$ cat src/rtl/gpio_bank_regs.sv
module gpio_bank_regs #(
  parameter int ADDR_W = 6
) (
  input  logic              clk,
  input  logic              rst_n,
  input  logic              wr_en,
  input  logic              rd_en,
  input  logic [ADDR_W-1:0] addr,
  input  logic [31:0]       wdata,
  output logic [31:0]       rdata,
  input  logic [31:0]       pad_in,
  output logic [31:0]       pad_out,
  output logic [31:0]       pad_oe,
  output logic [31:0]       pin_in
);
  localparam int WI = ADDR_W - 2;
  localparam logic [WI-1:0] A_LO   = WI'(0);
  localparam logic [WI-1:0] A_HI   = WI'(1);
  localparam logic [WI-1:0] A_DATA = WI'(2);
  localparam logic [WI-1:0] A_IN   = WI'(3);
  localparam logic [WI-1:0] A_DIR  = WI'(4);
  localparam logic [WI-1:0] A_OEN  = WI'(5);
  localparam logic [WI-1:0] A_MSK  = WI'(6);
  localparam logic [WI-1:0] A_IEN  = WI'(7);
  localparam logic [WI-1:0] A_IDIS = WI'(8);

  logic [WI-1:0] widx;
  logic [31:0]   dout, dir, oen, imask, sync1, sync2;
  logic [15:0]   wmask, wval;

  assign widx  = addr[ADDR_W-1:2];
  assign wmask = wdata[31:16];
  assign wval  = wdata[15:0];

  always_ff @(posedge clk or negedge rst_n) begin
    if (!rst_n) begin
      dout  <= '0;
      dir   <= '0;
      oen   <= '0;
      imask <= '0;
    end else if (wr_en) begin
      case (widx)
        A_LO:    dout[15:0]  <= (dout[15:0] & wmask) | (wval & ~wmask);
        A_HI:    dout[31:16] <= (dout[31:16] & wmask) | (wval & ~wmask);
        A_DATA:  dout  <= wdata;
        A_DIR:   dir   <= wdata;
        A_OEN:   oen   <= wdata;
        A_IEN:   imask <= imask & ~wdata;
        A_IDIS:  imask <= imask | wdata;
        default: ;
      endcase
    end
  end

  always_ff @(posedge clk or negedge rst_n) begin
    if (!rst_n) begin
      sync1 <= '0;
      sync2 <= '0;
    end else begin
      sync1 <= pad_in;
      sync2 <= sync1;
    end
  end

  always_comb begin
    rdata = '0;
    if (rd_en) begin
      case (widx)
        A_DATA:  rdata = dout;
        A_IN:    rdata = sync2;
        A_DIR:   rdata = dir;
        A_OEN:   rdata = oen;
        A_MSK:   rdata = imask;
        default: rdata = '0;
      endcase
    end
  end

  assign pad_out = dout;
  assign pad_oe  = dir & oen;
  assign pin_in  = sync2;

  assert_full_write_R2: assert property (@(posedge clk) disable iff (!rst_n)
    (wr_en && widx == A_DATA) |=> pad_out == $past(wdata));

  assert_low_masked_R3: assert property (@(posedge clk) disable iff (!rst_n)
    (wr_en && widx == A_LO) |=>
      pad_out == {$past(pad_out[31:16]),
                  ($past(pad_out[15:0]) & $past(wdata[31:16])) |
                  ($past(wdata[15:0]) & ~$past(wdata[31:16]))});

  assert_high_masked_R4: assert property (@(posedge clk) disable iff (!rst_n)
    (wr_en && widx == A_HI) |=>
      pad_out == {($past(pad_out[31:16]) & $past(wdata[31:16])) |
                  ($past(wdata[15:0]) & ~$past(wdata[31:16])),
                  $past(pad_out[15:0])});

  assert_mask_set_R8: assert property (@(posedge clk) disable iff (!rst_n)
    (wr_en && widx == A_IDIS) |=>
      ((imask & $past(wdata)) == $past(wdata)) &&
      ((imask & ~$past(wdata)) == ($past(imask) & ~$past(wdata))));

  assert_mask_clear_R9: assert property (@(posedge clk) disable iff (!rst_n)
    (wr_en && widx == A_IEN) |=>
      ((imask & $past(wdata)) == '0) &&
      ((imask & ~$past(wdata)) == ($past(imask) & ~$past(wdata))));

  assert_mask_ro_R10: assert property (@(posedge clk) disable iff (!rst_n)
    (wr_en && widx == A_MSK) |=> $stable(imask));
endmodule

$ cat config.mk
export PLATFORM = sky130hd
export DESIGN_NAME = gpio_bank_regs
export DESIGN_NICKNAME = d
export VERILOG_FILES = /design/src/rtl/gpio_bank_regs.sv
export SDC_FILE = /design/constraint.sdc
export NUM_CORES = 1
export LEC_CHECK = 0
export ABC_AREA = 1
export BUFFER_PORTS_ARGS = -buffer_cell sky130_fd_sc_hd__buf_2
export CORE_MARGIN = 2
export CORE_UTILIZATION = 60
export CTS_BUF_LIST = sky130_fd_sc_hd__clkbuf_8
export CTS_CLUSTER_SIZE = 8
export DETAILED_ROUTE_END_ITERATION = 12
export GPL_ROUTABILITY_DRIVEN = 0
export GPL_TIMING_DRIVEN = 0
export MAX_ROUTING_LAYER = met4
export PLACE_DENSITY = 0.85
export SETUP_SLACK_MARGIN = 0.3
export SLEW_MARGIN = 20
export SYNTH_ARGS = -nofsm -noshare
export SYNTH_HDL_FRONTEND = slang
export SYNTH_SLANG_ARGS = --single-unit
$ cat constraint.sdc
create_clock -name clk -period 2.8 [get_ports clk]
set_input_delay 0.14 -clock clk [delete_from_list [all_inputs] [get_ports clk]]
set_output_delay 0.14 -clock clk [all_outputs]
set_load 0.005 [all_outputs]
== Word level (Yosys, flattened, before mapping) ==
Index checks and enable logic that the tools add are counted.
Word-level totals
  latch bits: 0
  bits in writable memories: 0
  ROM bits: 0
  register bits after elaboration: 192
  bits of input ports: 74
  output and inout port bits: 128
  memories: 0
  logic and storage cells: 39
Cells by class
  shift-type cells: 0
  $add $sub $neg: 0
  div/mod/pow operators: 0
  order comparisons: 0
  bitwise gates (word level): 10
  multiplexer cells: 5
  reductions and logical operators: 9
  multipliers: 0
  equality and inequality tests: 8
Operators by type and width (count)
  $pmux 32 s5: 1
  $and 32x32->32: 2
  $pmux 16 s2: 2
  $pmux 32 s2: 1
  $and 16x16->16: 3
  $mux 32: 1
  $not 32->32: 1
  $or 16x16->16: 2
  $or 32x32->32: 1
  $eq 4x3->1 const B: 4
  $not 16->16: 1
  $reduce_and 2->1: 5
  $eq 4x2->1 const B: 2
  $reduce_bool 2->1: 3
  $eq 4x1->1 const B: 1
  $eq 4x4->1 const B: 1
  $logic_not 4->1: 1

== Logic depth before layout (Yosys ltp) ==
  word-level depth: 4
  gate-level depth with buffers: 8
  depth with buffers taken out: 7

== Worst setup path after synthesis ==
Ideal clock, no wire load.
  kind: input-to-output
  start: input addr[2]
  end: output rdata[10]
  arrival: 1.000 ns
  buffers on the path: 1
  stages on the path: 8
  setup slack: 1.660 ns
  required time: 2.660 ns
  cell sequence: nor2_1 -> inv_2 -> nor2_2 -> buf_2 -> nand2_1 -> nand2_1 -> nor2_1 -> nor2_1
Between the ends
  cells in the longest elaborated chain, start to end: 3
  elaborated cells on any way between the ends: 7
  classes of those cells: eq/ne: 5; mux: 2
RTL lines
  start, declared: line 8  | input logic [ADDR_W-1:0] addr,
  $eq 4x3->1 or $eq 4x2->1 (tied branches): line 68  | case (widx)
  $pmux 32 s5 *: line 68
  $mux 32 *: line 67  | if (rd_en) begin
  end, declared: line 10  | output logic [31:0] rdata,
Mark *: on every way between the ends. The rest lies on a longest branch, timed or not.

== Worst setup path after layout ==
  start: input addr[2]
  end: output rdata[15]
The elaborated chain is that of the path after synthesis.

==> run_results.csv <==
group,metric,value,unit
timing,worst_slew_pin_slew,0.760,ns
synth,synth_top_cell_area_share,54.6,%
clock_network,cts_resized,0,
routing,drc,0,
floorplanning,start_util,61.0,%
power,power.share.clock,30.6,%
hold_path,holdPathStages,5,
routing,first_pass_iters,9,
floorplanning,dieArea,0.0156,mm²
cells_and_area,layout-drive-gt1-share,19.6,%
cells_and_area,stdcell_area,0.0112,mm²
hold_path,min-delay-start,"addr[2]",
outcome,status,"finished, final reports clean",
timing,setup_viol,0,
hold_path,holdCritPathClass,"in -> reg",
routing,ant_nets,0,
global_routing,grt_max_degree,98,
clock_network,cts_buffers,17,
placement,dpl_cell_area,0.0101,mm²
power,pwr-share-comb,17.5,%
clock_network,worst_skew_pair.late_latency,0.50,ns
timing,slew_headroom,49.3,%
critical_path,cp_top_family,"buffers and inverters",
routing,wire_per_inst,18.6,µm
timing,fin_setup_tns,0,ns
routing,vias,9537,
synth,ys_types,16,
timing,fin_crit_sh,68.1,%
cells_and_area,area.growth.synth_to_final,27.1,%
timing,grt_setup_unrepaired,"no",
global_routing,track_usage,39.5,%
global_routing,grt_pass1_wl,46.8,mm
critical_path,reg2reg_slack,1.99,ns
power,power.total,6.92,mW
power,p_int,4.78,mW
critical_path,cp_max_fo,10,
floorplanning,ios,202,
global_routing,grt_pass1_vias,9067,
critical_path,rr_worst_depth,2,
floorplanning,die_w,125,µm
synth,syn_nets,1192,
clock_network,h-tree-depth,4,
power,powerDensity,619,mW/mm²
critical_path,crit_type,"in -> out",
timing,fin_skew,0.00196,ns
critical_path,slowest_delay,0.60,ns
power,swShare,30.9,%
critical_path,critPathArrivalTime,1.77,ns
critical_path,worstSetupEndpointType,"output pin",
placement,io_buffer_count,199,
global_routing,antenna_found_initial,2,
floorplanning,die_y,125,µm
clock_network,cts_tree,"yes",
clock_network,root_buffer,"clkbuf_8",
timing,fmax,525,MHz
timing,layout_min_cycle_time,1.91,ns
critical_path,path_buf_inv,4,
synth,syn_inst,1118,
critical_path,crit_slowest_cell,"clkbuf_1",
placement,hpwlAfterDp,20.2,mm
synth,synth_seq_cells,192,
synth,synth_top_cells_by_area,"dfrtp_1 55%, nand3_1 16%, nand2_1 14%",
timing,hold_violations,0,
global_routing,gr-total-overflow,0,
routing,routed_wl,29.9,mm
power,p_seq_share,51.8,%
clock_network,clk_pin_slew,0.10,ns
synth,ys_seq_area_share,54.6,%
power,p_leak,6.08,nW
power,irDropWorstVdd,0.449,mV
routing,first_iter_violations,1318,
synth,synth.largest_area_cell,"dfrtp_1",
synth,syn_area_per_cell,7.87,µm²
clock_network,numClockSinks,192,
floorplanning,rows,44,
routing,via_per_inst,5.96,
critical_path,path_cells,"buf_2 -> inv_2 -> nor2_2 -> clkbuf_1 -> nand3_1 -> nand3_1 -> nor2_1 -> nor2_1 -> buf_2",
run,maxCapViolations,0,
cells_and_area,final_net_count,1476,
critical_path,cp.required,2.66,ns
clock_network,clockBufferDepth,2,
critical_path,start_kind,"input pin",
synth,synth.cell_area,0.00880,mm²
timing,slew_viol_final,0,
power,p_sw,2.14,mW
floorplanning,core,0.0144,mm²
synth,yosysWarnings,0,
timing,holdWs,0.117,ns
worst max-delay path by stage:
| stage | startpoint | end | slack (ns) | cells after the start |
|---|---|---|---|---|
| floorplan | addr[2] | rdata[10] | 1.66 | 8 |
| global placement | rst_n | oen[13] | -1.43 | 1 |
| detailed placement | addr[3] | rdata[28] | 0.97 | 9 |
| CTS | addr[3] | rdata[28] | 0.96 | 9 |
| global route | addr[2] | rdata[15] | 0.78 | 9 |
| finish | addr[2] | rdata[15] | 0.89 | 9 |
metal layers:
layer | global-route usage [%] | part of all wire (%)
met1 | 51.5 | 37
met2 | 58.4 | 46
met3 | 9.11 | 13
met4 | 20.5 | 4.9
met5 | - | 0
worst reg2reg max path, delay by kind of cell, from the launching register on:
kind	cells	cell delay, ns
AO/OA/AOI/OAI	1	0.17
flip-flops	1	0.47
AND/OR/NAND/NOR	1	0.06
power groups by stage:
stage,Sequential [mW],Clock [mW],Combinational (mW)
finish,3.58,2.12,1.21
global route,3.62,2.22,1.34
CTS,3.56,2.11,1.19
detailed placement,3.61,0,1.11
global placement,3.60,0,1.06
floorplan,3.51,0,0.585
per-stage QoR:
stage / util (%) / std cells / setup slack, ns
after CTS: 77.5 / 1599 / 0.964
after floorplan: - / 1118 / 1.66
after detailed placement: 69.8 / 1502 / 0.969
final: 77.5 / 1601 / 0.894
after global placement: 69.5 / 1501 / -1.43
after global routing: 77.5 / 1601 / 0.778
layout make-up:
class,count,area (µm²)
Clock inverter,15,229
Clock buffer,17,234
Timing Repair Buffer,265,1680
Multi-Input combinational cell,785,3420
Tap cell,184,230
Buffer,69,300
Antenna cell,2,5.00
Inverter,72,270
Sequential cell,192,4800
Fill cell,1029,3240
layout by cell type (no fill, tap or decap), drive strengths merged:
master,count
buf,243
o21ai,65
dlygate4sd3,65
a21oi,16
nor2,104
dfrtp,192
bufinv,5
clkinvlp,1
clkinv,3
nand2,326
diode,2
nand3,273
inv,78
nor3,1
clkbuf,43
cells in the mapped netlist:
| cell | instances |
|---|---|
| dfrtp_1 | 192 |
| clkbuf_1 | 26 |
| nor2_2 | 2 |
| o21ai_2 | 1 |
| nand2_1 | 325 |
| o21ai_1 | 64 |
| nor2_4 | 2 |
| nand2_2 | 1 |
| buf_2 | 33 |
| buf_1 | 10 |
| nand3_1 | 273 |
| inv_2 | 5 |
| nor2_1 | 100 |
| inv_1 | 67 |
| nor3_2 | 1 |
| a21oi_1 | 16 |
cells by family (layout without fill, tap and decap cells):
family                 count (synthesis)  in the layout  share of synthesized area (%)
buffers and inverters                141            438                           6.49
AND/OR/NAND/NOR                      704            704                           34.2
AO/OA/AOI/OAI                         81             81                           4.65
flip-flops                           192            192                           54.6
other                                  0              2                              0
timing repair:
item                                   4_1_cts  5_1_grt
endpoints found under the hold margin      217        0
setup buffers                                0        0
hold buffers                                65        0
(Power assumes the default switching activity.)
